## src/rtl/div_const_pkg.sv

```systemverilog
package div_const_pkg;

  // Width of a partial remainder for a given divisor (at least one bit).
  function automatic int carry_w(input int divisor);
    int w;
    w = $clog2(divisor);
    if (w < 1) w = 1;
    return w;
  endfunction

endpackage

```

## src/rtl/div_const_cell.sv

```systemverilog
module div_const_cell #(
  parameter int DIVISOR = 3,
  localparam int CW = div_const_pkg::carry_w(DIVISOR)
) (
  input  logic [CW-1:0] rem_in,
  input  logic          bit_in,
  output logic          q_out,
  output logic [CW-1:0] rem_out
);

  generate
    if (DIVISOR == 3) begin : g_sop
      // Minimised two-level form; remainder code 3 never arrives.
      always_comb begin
        q_out      = rem_in[1] | (bit_in & rem_in[0]);
        rem_out[1] = (~bit_in & rem_in[0]) | (bit_in & rem_in[1]);
        rem_out[0] = (bit_in & ~rem_in[1] & ~rem_in[0]) | (~bit_in & rem_in[1]);
      end
    end else begin : g_generic
      logic [CW:0] twice;
      logic [CW:0] reduced;
      always_comb begin
        twice   = {rem_in, bit_in};
        reduced = twice - DIVISOR[CW:0];
        q_out   = (twice >= DIVISOR[CW:0]);
        rem_out = q_out ? reduced[CW-1:0] : twice[CW-1:0];
      end
    end
  endgenerate

endmodule

```

## src/rtl/div_const_chain.sv

```systemverilog
module div_const_chain #(
  parameter int N_BITS  = 14,
  parameter int DIVISOR = 3,
  localparam int CW = div_const_pkg::carry_w(DIVISOR)
) (
  input  logic [N_BITS-1:0] num_in,
  input  logic [CW-1:0]     top_rem,
  output logic [N_BITS-1:0] quo_out,
  output logic [CW-1:0]     low_rem
);

  // link[k] is the partial remainder entering position k-1; link[N_BITS] is the top.
  logic [CW-1:0] link [0:N_BITS];

  assign link[N_BITS] = top_rem;

  generate
    for (genvar k = N_BITS - 1; k >= 0; k--) begin : g_pos
      div_const_cell #(.DIVISOR(DIVISOR)) u_cell (
        .rem_in (link[k+1]),
        .bit_in (num_in[k]),
        .q_out  (quo_out[k]),
        .rem_out(link[k])
      );
    end
  endgenerate

  assign low_rem = link[0];

endmodule

```

## src/rtl/div_const_array.sv

```systemverilog
module div_const_array #(
  parameter int N_BITS  = 14,
  parameter int DIVISOR = 3,
  localparam int CW = div_const_pkg::carry_w(DIVISOR)
) (
  input  logic [N_BITS-1:0] dividend_i,
  input  logic [CW-1:0]     carry_in_i,
  output logic [N_BITS-1:0] quotient_o,
  output logic [CW-1:0]     remainder_o
);

  div_const_chain #(.N_BITS(N_BITS), .DIVISOR(DIVISOR)) u_chain (
    .num_in (dividend_i),
    .top_rem(carry_in_i),
    .quo_out(quotient_o),
    .low_rem(remainder_o)
  );

endmodule

```

## config.mk

```make
export PLATFORM = sky130hd
export DESIGN_NAME = div_const_array
export DESIGN_NICKNAME = d
export VERILOG_FILES = /design/src/rtl/div_const_pkg.sv /design/src/rtl/div_const_cell.sv /design/src/rtl/div_const_chain.sv /design/src/rtl/div_const_array.sv
export SDC_FILE = /design/constraint.sdc
export NUM_CORES = 1
export LEC_CHECK = 0
export BUFFER_PORTS_ARGS = -buffer_cell sky130_fd_sc_hd__buf_2
export CAP_MARGIN = 5
export CORE_UTILIZATION = 55
export DETAILED_ROUTE_END_ITERATION = 12
export PLACE_DENSITY_LB_ADDON = 0.2
export SLEW_MARGIN = 20
export SYNTH_ARGS = -nofsm -noshare
export SYNTH_HDL_FRONTEND = slang
export SYNTH_SLANG_ARGS = --single-unit
```

## constraint.sdc

```tcl
create_clock -name vclk -period 12.8
set_clock_uncertainty 0.05 [all_clocks]
set_input_delay 3.84 -clock vclk [all_inputs]
set_output_delay 3.84 -clock vclk [all_outputs]
set_load 0.005 [all_outputs]
```

==> reports/summary.txt <==
layout cell share with drive strength beyond 1 - 18.32%
Leakage Power - 0.6798 nW
final hold viol count - 0
I/O Buffers - 32
I/O pin cnt - 32
GRT Resource Usage Total - 24.07%
Worst Hold Launch - dividend_i[1]
CLK BUF - 0
via count - 1,931
initial antenna violation count - 0
Setup crit start kind - primary input
Setup CP Type - primary input to output pin
grt ovf - 0
setup tns final - 0 ns
Max FO, Critical Path - 20
post-route ant nets - 0
post-route cell area - 0.001725 mm2
Max Cap Viol - 0
post-synthesis cell type count - 64
worst hold path class - primary input to output pin
initial cell density of the core - 57.77%
CTS resizes - 0
simple-gate share of the synthesized area - 35.91%
XOR/XNOR Fraction of Synth Area - 3.505%
Placed Cells incl. Taps - 306
Final Cycle Share - 90.69%
FF/Latch Area - 0 um2
area occupied by multi-input gates - 0.001461 mm2
Synth Cell Area - 0.001749 mm2
drt via density - 6.310
Tightest Pin Transition - 0.5649 ns
Pint - 0.03749 mW
Hold Crit Endpoint - quotient_o[1]
Syn Nets - 283
DRT Wirelength - 3985 um
Switching Share - 59.21%
setup violators final - 0
RSZ-0062 raised after global routing - no
antenna fix cells - 0
Slew HR - 62.23%
Gate Count Post-Synth - 267
routed length per instance - 13.02 um
Comb pwr share - 100.0%
worst hold path depth - 3
DP Worst Slack - 1.213 ns
Nets - 280
Cell Pwr Density - 53.28 mW/mm2
minimum clock period - 11.61 ns
num sequential - 0
share of power burned in registers - 0%
DIE AREA - 0.003410 mm2
number of global-route vias before repair - 1,534
Max rail drop VDD - 0.00002054 V
PnR worst setup slack - 1.192 ns
NetSw - 0.05444 mW
Setup Fix Bufs, Post-CTS - 0
Die W - 58.40 um
drt pass-1 iters - 4
Clock power frac - 0%
FILL cells - 319
Die H - 58.40 um
sequential cell area fraction in the yosys report - 0%
CP Data Arrival Time - 7.72 ns
synth warn - 0
CTS Hold Bufs - 0
core area - 0.003028 mm2
Placement Rows - 20
Worst Path Required - 8.91 ns
mux contribution to synthesized area - 3.433%
Max Fclk - 0.08615 GHz
Post-Synth Adder-Cell Area - 0%
placed inst area - 0.001725 mm2
first-pass GRT wire length - 6934 um
max-slew violation count - 0
final std cells w/o fill - 306
Detailed Route Iter0 Violations - 159
largest family of logic cells by synthesized area - compound AO/OA/AOI/OAI gates
Syn-to-layout area delta - -1.359%
syn avg cell area - 6.551 um2
Remaining DRCs - 0
crit end category - output pin
Worst Setup SP - dividend_i[13]
hpwl dp - 2849 um
largest net degree at the start of global routing - 24
Synth Area in Compound Gates - 40.70%
status - finished, final reports clean
RePlAce Congestion - 0.8997
-- cells by family (layout without fill, tap and decap cells) --
family,Yosys count,count (layout)
mux,5,5
simple gates,114,114
compound gates,92,92
xor+xnor,7,7
buf+inv,49,44
-- per-layer routing --
layer	track usage (%)	routed length (um)	vias up	share of wire [%]
li1	-	-	990	-
met1	37.57	2013	890	51
met2	39.08	1834	51	46
met3	0	138	0	3.5
met4	0.6803	0	0	0
met5	0	0	-	0
-- stage by stage --
stage | hold slack, ns | power (mW) | util, %
detailed placement | 8.003 | 0.09133 | 56.98
global placement | 8.005 | 0.09085 | 56.98
CTS | 8.007 | 0.09172 | 56.98
floorplan | 7.734 | 0.08239 | -
global route | 8.026 | 0.1029 | 56.98
finish | 8.007 | 0.09193 | 56.98
-- power by group through the flow --
| stage | registers, mW | logic (mW) | clock network (mW) |
|---|---|---|---|
| 2_1_floorplan | 0 | 0.0824 | 0 |
| 6_report | 0 | 0.0919 | 0 |
| 4_1_cts | 0 | 0.0917 | 0 |
| 3_3_place_gp | 0 | 0.0908 | 0 |
| 3_5_place_dp | 0 | 0.0913 | 0 |
| 5_1_grt | 0 | 0.103 | 0 |
-- cell usage after synthesis (3+ instances only) --
cell type / number / share of area [%]
and2_1: 4 / 1.4
nand4_1: 10 / 3.6
nor2_1: 25 / 5.4
a211oi_1: 6 / 2.6
o21ai_0: 22 / 6.3
a21o_1: 5 / 2.1
o221ai_1: 6 / 3.0
xnor2_1: 5 / 2.5
nand2_1: 22 / 4.7
buf_4: 17 / 7.3
a2111o_1: 3 / 1.9
buf_6: 5 / 3.2
inv_1: 11 / 2.4
nand3_1: 10 / 2.9
nand2b_1: 7 / 2.5
nor3_1: 6 / 1.7
o211ai_1: 5 / 2.1
nand3b_1: 3 / 1.3
nor2b_1: 6 / 2.1
a21oi_1: 13 / 3.7
mux2i_1: 3 / 1.7
nor4_1: 4 / 1.4
clkbuf_1: 13 / 2.8
a211o_1: 4 / 2.0
nor3b_1: 3 / 1.3
-- cell usage in the layout (no fill, tap or decap), drive strengths merged, types with 8 or more instances in the layout --
cell    synthesis  final
nand2          24     24
a211oi          8      8
nor2           25     25
inv            11     11
nand4          10     10
o21ai          23     23
nand3          10     10
buf            25     33
nand2b          8      8
a21oi          13     13
-- worst max path at each step --
stage	end	slack, ns	cells past startpoint
2_1_floorplan	remainder_o[1]	1.98	13
3_3_place_gp	remainder_o[1]	1.30	14
3_5_place_dp	remainder_o[1]	1.21	14
4_1_cts	remainder_o[1]	1.21	14
5_1_grt	remainder_o[1]	0.90	14
6_report	remainder_o[1]	1.19	13
-- worst max-delay path: stages --
cell	delay, ns
buf_2	0.30
mux2i_1	0.45
nor2b_1	0.09
o311a_1	0.41
nor2_1	0.27
a2111oi_0	0.14
a211oi_2	0.48
and2_1	0.43
mux2_4	0.33
a2111o_1	0.38
a211o_1	0.28
a32oi_1	0.18
buf_2	0.13
-- final cells by class --
| class | instances | share of cell area, % |
|---|---|---|
| multi-input cells | 218 | 84.70 |
| repair buffers | 33 | 9.717 |
| well taps | 44 | 3.191 |
| inverters | 11 | 2.393 |
No activity file was read; power rests on OpenSTA's default activity.
